File: config.mk
export PLATFORM = sky130hd
export DESIGN_NAME = sar_cmd_frontend
export DESIGN_NICKNAME = d
export VERILOG_FILES = /design/src/rtl/sarfe_pkg.sv /design/src/rtl/sarfe_edge.sv /design/src/rtl/sarfe_cmd.sv /design/src/rtl/sarfe_sar.sv /design/src/rtl/sarfe_pwr.sv /design/src/rtl/sar_cmd_frontend.sv
export SDC_FILE = /design/constraint.sdc
export NUM_CORES = 1
export LEC_CHECK = 0
export BUFFER_PORTS_ARGS = -buffer_cell sky130_fd_sc_hd__buf_2
export CAP_MARGIN = 15
export CORE_MARGIN = 5
export CORE_UTILIZATION = 50
export DETAILED_ROUTE_END_ITERATION = 16
export GPL_TIMING_DRIVEN = 1
export PLACE_DENSITY_LB_ADDON = 0.2
export SLEW_MARGIN = 30
export SYNTH_ARGS = -nofsm -noshare
export SYNTH_HDL_FRONTEND = slang
export SYNTH_HIERARCHICAL = 1
export SYNTH_SLANG_ARGS = --single-unit
File: constraint.sdc
create_clock -name clk -period 8.5 [get_ports clk]
set_clock_uncertainty 0.15 [all_clocks]
set_input_delay 1.7 -clock clk [delete_from_list [all_inputs] [get_ports clk]]
set_output_delay 1.7 -clock clk [all_outputs]
set_load 0.05 [all_outputs]
File: src/rtl/sarfe_pkg.sv
package sarfe_pkg;

    typedef enum logic [2:0] {
        ST_DOWN,
        ST_TRACK,
        ST_HOLD,
        ST_SHIFT,
        ST_FLUSH
    } fe_state_t;

    localparam logic [7:0] CMD_RESET = 8'b0000_0110;

    // Power field encodings (command bits 2:1)
    localparam logic [1:0] PWR_ALL_ON  = 2'b00;
    localparam logic [1:0] PWR_ALL_OFF = 2'b01;
    localparam logic [1:0] PWR_REF_ON  = 2'b10;
    localparam logic [1:0] PWR_EXT_REF = 2'b11;

endpackage

File: src/rtl/sarfe_edge.sv
module sarfe_edge (
    input  logic clk,
    input  logic rst_n,
    input  logic cs_n,
    input  logic sclk,
    output logic cs_fall,
    output logic cs_rise,
    output logic sck_rise,
    output logic sck_fall
);
    logic cs_q;
    logic sclk_q;

    always_ff @(posedge clk) begin
        if (!rst_n) begin
            cs_q   <= 1'b1;
            sclk_q <= 1'b0;
        end else begin
            cs_q   <= cs_n;
            sclk_q <= sclk;
        end
    end

    always_comb begin
        cs_fall  = cs_q & ~cs_n;
        cs_rise  = ~cs_q & cs_n;
        sck_rise = ~cs_n & sclk & ~sclk_q;
        sck_fall = ~cs_n & ~sclk & sclk_q;
    end

endmodule

File: src/rtl/sarfe_cmd.sv
module sarfe_cmd
    import sarfe_pkg::*;
#(
    parameter int CMD_W   = 8,
    parameter int CHAN_W  = 3,
    parameter int CNT_W   = 6
) (
    input  logic              clk,
    input  logic              rst_n,
    input  logic              clear,
    input  logic              active,
    input  logic              sck_rise,
    input  logic              din,
    output logic [CHAN_W-1:0] chan_sel,
    output logic              chan_load,
    output logic [CMD_W-1:0]  cfg_word
);
    localparam logic [CNT_W-1:0] CNT_MAX  = {CNT_W{1'b1}};
    localparam logic [CNT_W-1:0] CHAN_AT  = CNT_W'(CHAN_W);
    localparam logic [CNT_W-1:0] COMMIT_AT = CNT_W'(CMD_W);

    logic [CNT_W-1:0] rise_cnt;
    logic [CNT_W-1:0] rise_nxt;
    logic [CMD_W-1:0] shreg;
    logic [CMD_W-1:0] shreg_nxt;

    always_comb begin
        rise_nxt  = (rise_cnt == CNT_MAX) ? rise_cnt : rise_cnt + 1'b1;
        shreg_nxt = {shreg[CMD_W-2:0], din};
    end

    always_ff @(posedge clk) begin
        if (!rst_n) begin
            rise_cnt  <= '0;
            shreg     <= '0;
            chan_sel  <= '0;
            chan_load <= 1'b0;
            cfg_word  <= CMD_RESET;
        end else begin
            chan_load <= 1'b0;
            if (clear) begin
                rise_cnt <= '0;
            end else if (active && sck_rise) begin
                rise_cnt <= rise_nxt;
                if (rise_nxt <= COMMIT_AT) begin
                    shreg <= shreg_nxt;
                end
                if (rise_nxt == CHAN_AT) begin
                    chan_sel  <= shreg_nxt[CHAN_W-1:0];
                    chan_load <= 1'b1;
                end
                if (rise_nxt == COMMIT_AT) begin
                    cfg_word <= shreg_nxt;
                end
            end
        end
    end

    AST_CHAN_PULSE_SINGLE: assert property (@(posedge clk) disable iff (!rst_n)
        chan_load |=> !chan_load);

endmodule

File: src/rtl/sarfe_sar.sv
module sarfe_sar #(
    parameter int RES_W = 16
) (
    input  logic             clk,
    input  logic             rst_n,
    input  logic             start,
    input  logic             step,
    input  logic             abort,
    input  logic             cmp_in,
    output logic [RES_W-1:0] trial,
    output logic             last
);
    localparam int IDX_W = $clog2(RES_W);
    localparam logic [IDX_W-1:0] IDX_TOP = IDX_W'(RES_W - 1);

    logic [RES_W-1:0] res;
    logic [IDX_W-1:0] idx;
    logic             act;
    logic [RES_W-1:0] probe;

    always_comb begin
        probe = act ? (RES_W'(1) << idx) : '0;
        trial = res | probe;
        last  = act && (idx == '0);
    end

    always_ff @(posedge clk) begin
        if (!rst_n) begin
            res <= '0;
            idx <= '0;
            act <= 1'b0;
        end else if (abort) begin
            act <= 1'b0;
        end else if (start) begin
            res <= '0;
            idx <= IDX_TOP;
            act <= 1'b1;
        end else if (step && act) begin
            res[idx] <= cmp_in;
            if (idx == '0) begin
                act <= 1'b0;
            end else begin
                idx <= idx - 1'b1;
            end
        end
    end

    AST_SAR_MSB_FIRST: assert property (@(posedge clk) disable iff (!rst_n)
        (start && !abort) |=> (trial == {1'b1, {(RES_W-1){1'b0}}}));

endmodule

File: src/rtl/sarfe_pwr.sv
module sarfe_pwr
    import sarfe_pkg::*;
(
    input  logic       powered_down,
    input  logic [1:0] pwr_field,
    output logic       ref_on,
    output logic       buf_on
);
    always_comb begin
        if (!powered_down) begin
            ref_on = (pwr_field != PWR_EXT_REF);
            buf_on = (pwr_field != PWR_EXT_REF);
        end else begin
            unique case (pwr_field)
                PWR_ALL_ON:  begin ref_on = 1'b1; buf_on = 1'b1; end
                PWR_ALL_OFF: begin ref_on = 1'b0; buf_on = 1'b0; end
                PWR_REF_ON:  begin ref_on = 1'b1; buf_on = 1'b0; end
                default:     begin ref_on = 1'b0; buf_on = 1'b0; end
            endcase
        end
    end

endmodule

File: src/rtl/sar_cmd_frontend.sv
module sar_cmd_frontend
    import sarfe_pkg::*;
#(
    parameter int CMD_W  = 8,
    parameter int CHAN_W = 3,
    parameter int RES_W  = 16,
    parameter int CNT_W  = 6
) (
    input  logic              clk,
    input  logic              rst_n,
    input  logic              cs_n,
    input  logic              sclk,
    input  logic              din,
    input  logic              wide_sel,
    input  logic              cmp_in,
    output logic              dout,
    output logic              dout_oe,
    output logic [CHAN_W-1:0] chan_sel,
    output logic              chan_load,
    output logic              sample_pulse,
    output logic              conv_busy,
    output logic [RES_W-1:0]  trial,
    output logic [CMD_W-1:0]  cfg_word,
    output logic              ref_on,
    output logic              buf_on
);
    localparam logic [CNT_W-1:0] CNT_MAX      = {CNT_W{1'b1}};
    localparam logic [CNT_W-1:0] START_NARROW = CNT_W'(CMD_W);
    localparam logic [CNT_W-1:0] START_WIDE   = CNT_W'(2 * CMD_W);
    localparam logic [CNT_W-1:0] SAMP_NARROW  = CNT_W'(CMD_W - 2);
    localparam logic [CNT_W-1:0] SAMP_WIDE    = CNT_W'(2 * CMD_W - 2);

    fe_state_t        state;
    fe_state_t        state_nxt;
    logic             cs_fall, cs_rise, sck_rise, sck_fall;
    logic [CNT_W-1:0] fall_cnt;
    logic [CNT_W-1:0] fall_nxt;
    logic             wide_q;
    logic [CNT_W-1:0] samp_at;
    logic [CNT_W-1:0] start_at;
    logic             sar_start, sar_step, sar_last;

    sarfe_edge u_edge (
        .clk      (clk),
        .rst_n    (rst_n),
        .cs_n     (cs_n),
        .sclk     (sclk),
        .cs_fall  (cs_fall),
        .cs_rise  (cs_rise),
        .sck_rise (sck_rise),
        .sck_fall (sck_fall)
    );

    sarfe_cmd #(
        .CMD_W  (CMD_W),
        .CHAN_W (CHAN_W),
        .CNT_W  (CNT_W)
    ) u_cmd (
        .clk       (clk),
        .rst_n     (rst_n),
        .clear     (cs_fall),
        .active    (state != ST_DOWN),
        .sck_rise  (sck_rise),
        .din       (din),
        .chan_sel  (chan_sel),
        .chan_load (chan_load),
        .cfg_word  (cfg_word)
    );

    sarfe_sar #(
        .RES_W (RES_W)
    ) u_sar (
        .clk    (clk),
        .rst_n  (rst_n),
        .start  (sar_start),
        .step   (sar_step),
        .abort  (cs_rise),
        .cmp_in (cmp_in),
        .trial  (trial),
        .last   (sar_last)
    );

    sarfe_pwr u_pwr (
        .powered_down (state == ST_DOWN),
        .pwr_field    (cfg_word[2:1]),
        .ref_on       (ref_on),
        .buf_on       (buf_on)
    );

    always_comb begin
        fall_nxt  = (fall_cnt == CNT_MAX) ? fall_cnt : fall_cnt + 1'b1;
        samp_at   = wide_q ? SAMP_WIDE  : SAMP_NARROW;
        start_at  = wide_q ? START_WIDE : START_NARROW;
        conv_busy = (state == ST_HOLD) || (state == ST_SHIFT);
    end

    // State register
    always_ff @(posedge clk) begin
        if (!rst_n) begin
            state <= ST_DOWN;
        end else begin
            state <= state_nxt;
        end
    end

    // Next state and conversion controls
    always_comb begin
        state_nxt = state;
        sar_start = 1'b0;
        sar_step  = 1'b0;
        unique case (state)
            ST_DOWN: begin
                if (cs_fall) state_nxt = ST_TRACK;
            end
            ST_TRACK: begin
                if (sck_fall && fall_nxt == samp_at) begin
                    state_nxt = ST_HOLD;
                    sar_start = 1'b1;
                end
            end
            ST_HOLD: begin
                if (sck_fall && fall_nxt == start_at) begin
                    state_nxt = ST_SHIFT;
                    sar_step  = 1'b1;
                end
            end
            ST_SHIFT: begin
                if (sck_fall) begin
                    sar_step = 1'b1;
                    if (sar_last) state_nxt = ST_FLUSH;
                end
            end
            ST_FLUSH: begin
                state_nxt = ST_FLUSH;
            end
            default: state_nxt = ST_DOWN;
        endcase
        if (cs_rise) begin
            state_nxt = ST_DOWN;
            sar_start = 1'b0;
            sar_step  = 1'b0;
        end
    end

    // Registered outputs
    always_ff @(posedge clk) begin
        if (!rst_n) begin
            fall_cnt     <= '0;
            wide_q       <= 1'b0;
            dout         <= 1'b0;
            dout_oe      <= 1'b0;
            sample_pulse <= 1'b0;
        end else if (cs_rise) begin
            dout         <= 1'b0;
            dout_oe      <= 1'b0;
            sample_pulse <= 1'b0;
        end else if (cs_fall) begin
            fall_cnt     <= '0;
            wide_q       <= wide_sel;
            dout         <= 1'b0;
            dout_oe      <= 1'b1;
            sample_pulse <= 1'b0;
        end else begin
            sample_pulse <= sar_start;
            if (state != ST_DOWN && sck_fall) begin
                fall_cnt <= fall_nxt;
                dout     <= sar_step ? cmp_in : 1'b0;
            end
        end
    end

    AST_OE_ON_SELECT: assert property (@(posedge clk) disable iff (!rst_n)
        cs_fall |=> (dout_oe && !dout));
    AST_ABORT_TO_DOWN: assert property (@(posedge clk) disable iff (!rst_n)
        cs_rise |=> (state == ST_DOWN && !conv_busy && !dout_oe));
    AST_BUSY_WITH_SAMPLE: assert property (@(posedge clk) disable iff (!rst_n)
        $rose(conv_busy) |-> sample_pulse);
    AST_STROBES_APART: assert property (@(posedge clk) disable iff (!rst_n)
        $onehot0({chan_load, sample_pulse}));
    AST_FLUSH_ZERO: assert property (@(posedge clk) disable iff (!rst_n)
        (state == ST_FLUSH && sck_fall && !cs_rise) |=> !dout);
    AST_CFG_IDLE_STABLE: assert property (@(posedge clk) disable iff (!rst_n)
        (state == ST_DOWN && !cs_fall) |=> $stable(cfg_word));
    AST_EXT_REF_OFF: assert property (@(posedge clk) disable iff (!rst_n)
        (cfg_word[2:1] == 2'b11) |-> (!ref_on && !buf_on));

endmodule

==> key figures, run 1 <==
Drt
  • Max layer used: met4
  • DRT met1 WL: 3.827 mm
  • Via count: 3022
  • WL/cell: 16.03 um
  • DRC: 0
  • DR iter-0 viols: 178
  • WL met3: 437 um
  • WL met2: 3.668 mm
  • First-pass DRT Iterations: 4
  • ANT nets after route: 0
  • Vias per cell: 6.044
  • Post-Route WL: 8.014 mm

Critical path
  • Critical Path Source Type: primary input
  • CP arrival: 4.48 ns
  • CP Max Fanout: 16
  • WP data required: 8.60 ns
  • Critical Path Sink Type: register
  • CP Class: in2reg

Floorplanning
  • Die footprint: 8526 um^2
  • I/O Pins: 41
  • Die Ht: 92.34 um
  • DIE WIDTH: 92.34 um
  • Initial core utilization: 0.5073
  • Core area: 6681 um^2
  • Core Rows: 30

Finish
  • Fill cells: 614
  • Area of the multi-input gates: 2008 um^2
  • Design area: 3780 um^2
  • Share of cells above drive strength 1: 0.1762
  • Fin nets: 431
  • N_diodes: 0
  • FF/Latch Area: 1221 um^2
  • P&R area growth vs syn: 11.52%

Yosys
  • Top FF cell, synth: dfxtp_1
  • Cells after Synth: 387
  • Syn nets: 402
  • Syn_area_per_cell: 8.758 um^2
  • Post-synth top area cell: dfxtp_1
  • Cell area after synthesis: 3390 um^2
  • Register area share after synthesis: 0.3603
  • Syn. warnings: 6
  • Cells taking the most area after synthesis: dfxtp_1 (36%), mux2i_1 (6.5%), a21o_1 (3.8%), nand4_1 (3.7%), nand2_1 (3.7%)
  • Most instantiated cells after synthesis: dfxtp_1 (61), nand2_1 (33), a21oi_1 (24)
  • Post-synthesis cell type count: 67
  • Top-count cell post-synth: dfxtp_1
  • Post-synth ARST share: 0
  • #FFs+latches synth: 61
  • Top cell type's share of synthesized area: 0.3603
  • Post-synth EDFFs: 0

Global routing
  • GRT Util Overall: 0.1950
  • Total gr overflow: 0
  • Antenna violations before repair: 0
  • First-pass GRT wire length: 13.63 mm
  • Largest net degree at the start of global routing: 39
  • Number of global-route vias before repair: 2816

Flow run
  • Maximum Capacitance Violations: 0

Clock tree
  • Total CTS buffers: 9
  • Reg clk slew, reported paths: 0.07 ns
  • CTS resizes: 0
  • Clock buffer depth: 2
  • Deepest level of the CTS H-tree: 3
  • Hold buffer count at cts: 0
  • Post-CTS setup buffers: 0
  • Clock root buffer: clkbuf_8
  • Clk_lat worst skew: 0.33 ns
  • CTS Sinks: 61
  • TritonCTS clock tree: built

Timing
  • Setup_tns: 0 ns
  • Rel. slew slack: 0.3884
  • RSZ-0062 raised after global routing: false
  • Slew Limit Fails: 0
  • Post-layout min period: 4.389 ns
  • Setup Viol. Count Final: 0
  • Least-Margin Pin Slew: 0.9155 ns
  • Fmax: 227.8 MHz
  • Final Cycle Share: 0.5164
  • Final Hold Fails: 0

Pwr
  • Lkg Pwr: 0.001604 uW
  • PwrDens: 154.6 nW/um^2
  • Worst vdd ir: 0.1340 mV

Hold path
  • Worst hold-check path type: reg2reg

Placed design
  • Placed instance area: 3571 um^2
  • GP Congestion: 0.8579
  • Post-DP HPWL: 5.454 mm
  • IO buf count: 40

Outcome
  • Result of the run: finished clean
[area by class of cell]
| cell class | count | area share |
|---|---|---|
| clock buffers | 12 | 0.04369 |
| well taps | 80 | 0.02648 |
| repair buffers | 40 | 0.05296 |
| clock inverters | 3 | 0.01159 |
| flip-flops and latches | 61 | 0.3231 |
| inverters | 11 | 0.01092 |
| multi-input cells | 293 | 0.5313 |
[kinds of logic after synthesis]
logic type / Yosys count / share of synthesized area
XOR/XNOR: 6 / 0.01551
buffers and inverters: 33 / 0.04909
flip-flops: 61 / 0.3603
AND/OR/NAND/NOR: 157 / 0.2650
adder cells (fa/ha/maj): 8 / 0.02953
AO/OA/AOI/OAI: 98 / 0.2082
multiplexers: 24 / 0.07235
[routing by layer]
metal,track usage,vias to the layer above
met5,0,-
met4,0.06312,0
met3,0.04468,8
met2,0.3088,74
met1,0.2625,1455
li1,-,1485
[critical path: stages]
cell and delay [ns]:
buf_2 0.13, nor3b_1 0.74, nand4_1 0.18, mux2_2 0.37, nor4_2 0.54, a21o_1 0.47, nand4_1 0.15, a41oi_1 0.20
[state kept, by name (all words and copies together) (netlist names)]
signal / count
u_sar/res: 16
u_cmd/rise_cnt: 6
state: 3
u_edge/sclk_q: 1
u_cmd/cfg_word: 8
u_sar/act: 1
dout: 1
sample_pulse: 1
u_sar/idx: 4
u_cmd/chan_load: 1
u_cmd/shreg: 7
wide_q: 1
dout_oe: 1
u_edge/cs_q: 1
fall_cnt: 6
u_cmd/chan_sel: 3
[per-stage QoR]
| stage | hold WS, ns | cells | utilization | setup slack [ns] | total power (uW) |
|---|---|---|---|---|---|
| 6_report | 0.3078 | 500 | 0.5657 | 4.111 | 584.5 |
| 5_1_grt | 0.3336 | 500 | 0.5657 | 3.917 | 606.4 |
| 3_3_place_gp | 0.2940 | 485 | 0.5335 | 3.604 | 320.9 |
| 3_5_place_dp | 0.2987 | 485 | 0.5345 | 3.807 | 321.2 |
| 4_1_cts | 0.3122 | 500 | 0.5657 | 4.120 | 590.6 |
| 2_1_floorplan | 0.2918 | 387 | - | 4.451 | 313.8 |
[power by group]
part | total [uW] | internal, uW | switching [uW]
Clock | 270 | 158 | 112
Sequential | 289 | 287 | 1.92
Combinational | 25.4 | 7.82 | 17.6
[final timing paths]
kind                      from                 to  slack, ns  depth (start not counted)
max                       cs_n       u_sar/idx[3]       4.11                          8
min          u_cmd/chan_sel[2]  u_cmd/chan_sel[2]       0.31                          2
max reg2reg      u_edge/sclk_q       u_sar/idx[3]       5.26                          7
min reg2reg  u_cmd/chan_sel[2]  u_cmd/chan_sel[2]       0.31                          2
[placed cells by master (no fill, tap or decap), types with 5 or more instances in the layout]
master	synthesis	routed
dfxtp_1	61	61
buf_2	12	40
nand2_1	33	33
a21oi_1	24	24
nor2_1	22	22
mux2i_1	22	22
nand4_1	20	20
a21o_1	17	17
nor2b_1	16	16
o31ai_1	13	13
nand2b_1	12	12
clkbuf_8	0	12
inv_1	10	10
nand3_1	9	9
ha_1	8	8
o21ai_0	7	7
nor3b_1	6	6
and2_1	6	6
or3_1	5	5
o41ai_1	5	5
Power figures use the tool's default switching activity.
==> inputs of run 2 (changes only) <==
==> constraint.sdc (replaced) <==
create_clock -name clk -period 4.4 [get_ports clk]
set_clock_uncertainty 0.15 [all_clocks]
set_input_delay 0.88 -clock clk [delete_from_list [all_inputs] [get_ports clk]]
set_output_delay 0.88 -clock clk [all_outputs]
set_load 0.05 [all_outputs]
==> key figures, run 2 (synthesis results as in run 1) <==
Outcome
  • Result of the run: finished clean

Critical path
  • Critical Path Sink Type: output pin
  • CP max stage delay: 0.43 ns
  • CP Class: reg2out
  • Crit path cell chain: inv_1, ha_1, nor3b_1, and2_1, or2_1, buf_2
  • CP arrival: 2.25 ns
  • WP data required: 3.37 ns
  • CP Max Fanout: 7
  • CP max-delay cell: nor3b_1
  • Crit path max-delay family: simple AND/OR/NAND/NOR gates
  • CP Buf/Inv Count: 2
  • Critical Path Source Type: register

Global routing
  • First-pass GRT wire length: 13.48 mm
  • Antenna violations before repair: 0
  • Total gr overflow: 0
  • GRT Util Overall: 0.1931
  • Largest net degree at the start of global routing: 39
  • Number of global-route vias before repair: 2885

Timing
  • Rel. slew slack: 0.5075
  • Setup Viol. Count Final: 0
  • RSZ-0062 raised after global routing: false
  • Post-route setup slack: 1.121 ns
  • Setup_tns: 0 ns
  • Post-layout min period: 3.279 ns
  • Slew Limit Fails: 0
  • Final Cycle Share: 0.7453
  • Least-Margin Pin Slew: 0.7388 ns
  • Final Hold Fails: 0
  • Fmax: 304.9 MHz

Floorplanning
  • I/O Pins: 41
  • Core area: 6681 um^2
  • Die footprint: 8526 um^2
  • DIE WIDTH: 92.34 um
  • Core Rows: 30
  • Initial core utilization: 0.5073
  • Die Ht: 92.34 um

Clock tree
  • CTS Sinks: 61
  • TritonCTS clock tree: built
  • Total CTS buffers: 9
  • CTS resizes: 0
  • Post-CTS setup buffers: 0
  • Deepest level of the CTS H-tree: 3
  • Clock root buffer: clkbuf_8
  • Hold buffer count at cts: 0
  • Clock buffer depth: 2
  • Reg clk slew, reported paths: 0.07 ns
  • Clk_lat worst skew: 0.34 ns

Hold path
  • Worst hold-check path type: reg2reg

Finish
  • P&R area growth vs syn: 11.30%
  • Biggest regs: u_sar/res x16, u_cmd/cfg_word x8, u_cmd/shreg x7
  • Share of cells above drive strength 1: 0.1749
  • Most frequent cells in the layout: dfxtp_1 (61), buf_2 (40), nand2_1 (33), a21oi_1 (24)
  • Fin nets: 433
  • N_diodes: 0
  • Largest register FFs: 16
  • Fill cells: 607
  • Biggest register: u_sar/res
  • Commonest non-fill, non-tap cell in the layout: dfxtp_1
  • Design area: 3772 um^2

Drt
  • DR iter-0 viols: 197
  • Post-Route WL: 8.091 mm
  • Via count: 3047
  • WL/cell: 16.09 um
  • Vias per cell: 6.058
  • ANT nets after route: 0
  • First-pass DRT Iterations: 5
  • DRC: 0

Pwr
  • Lkg Pwr: 0.001602 uW
  • Clock share of power: 0.449
  • Power Total: 1103 uW
  • Register share of total power: 0.507
  • Gate power share: 0.044
  • Worst vdd ir: 0.1624 mV
  • Switching fraction of total power: 0.2329
  • PwrDens: 292.4 nW/um^2
  • Internal power: 846.3 uW
  • P_sw: 256.9 uW

Placed design
  • Post-DP HPWL: 5.553 mm
  • GP Congestion: 0.8891
  • IO buf count: 40
  • Placed instance area: 3580 um^2
  • Worst slack, placed: 1.162 ns

Flow run
  • Maximum Capacitance Violations: 0
-- run 2: cell count changes in the layout (fill, tap and decap cells not counted), sizes merged --
cell,change
buf,+2
clkinvlp,+1
-- run 2: worst register-to-register path, stage by stage, from the launching register on --
cell and delay, ns:
dfxtp_1 0.45, ha_1 0.39, nand2_1 0.16, or3_1 0.37, a21boi_1 0.23, o211ai_2 0.15
a21boi_2 0.29, a21o_1 0.51, nand4_1 0.16, a41oi_1 0.20
-- run 2: layout make-up --
cell class                      count  area, um^2  share of cell area
Tap cell                           80       100.1             0.02653
Inverter                           11       41.29             0.01095
Timing Repair Buffer               42       215.2             0.05705
Clock inverter                      4       47.55             0.01260
Multi-Input combinational cell    293        2002              0.5307
Clock buffer                       12       145.1             0.03847
Sequential cell                    61        1221              0.3237
-- run 2: stage by stage --
step | hold WS (ns) | cells | util
after floorplan | 0.2918 | 387 | -
after global placement | 0.2938 | 487 | 0.5358
after detailed placement | 0.2985 | 487 | 0.5358
after CTS | 0.3090 | 503 | 0.5646
after global routing | 0.3362 | 503 | 0.5646
final | 0.3065 | 503 | 0.5646
-- run 2: path summary, 6_finish.rpt --
path | from | end | slack [ns] | cells past startpoint
worst max-delay path | u_sar/idx[0] | trial[0] | 1.12 | 6
worst min-delay path | u_cmd/chan_sel[2] | u_cmd/chan_sel[2] | 0.31 | 2
worst max register to register | fall_cnt[0] | u_sar/idx[3] | 1.26 | 9
worst min register to register | u_cmd/chan_sel[2] | u_cmd/chan_sel[2] | 0.31 | 2
-- run 2: layer usage --
metal	routed length, um	part of all wire	global-route usage
met3	534	0.066	0.03656
met4	102	0.013	0.09035
met2	3609	0.45	0.2918
met5	0	0	0
met1	3844	0.48	0.2649
-- run 2: power by group through the flow --
| stage | combinational (uW) | clock, uW | sequential, uW |
|---|---|---|---|
| 6_report | 49.1 | 495 | 559 |
| 5_1_grt | 54.4 | 528 | 559 |
| 4_1_cts | 48.8 | 506 | 559 |
| 3_5_place_dp | 48.6 | 0 | 572 |
| 3_3_place_gp | 48.8 | 0 | 572 |
| 2_1_floorplan | 34.2 | 0 | 572 |
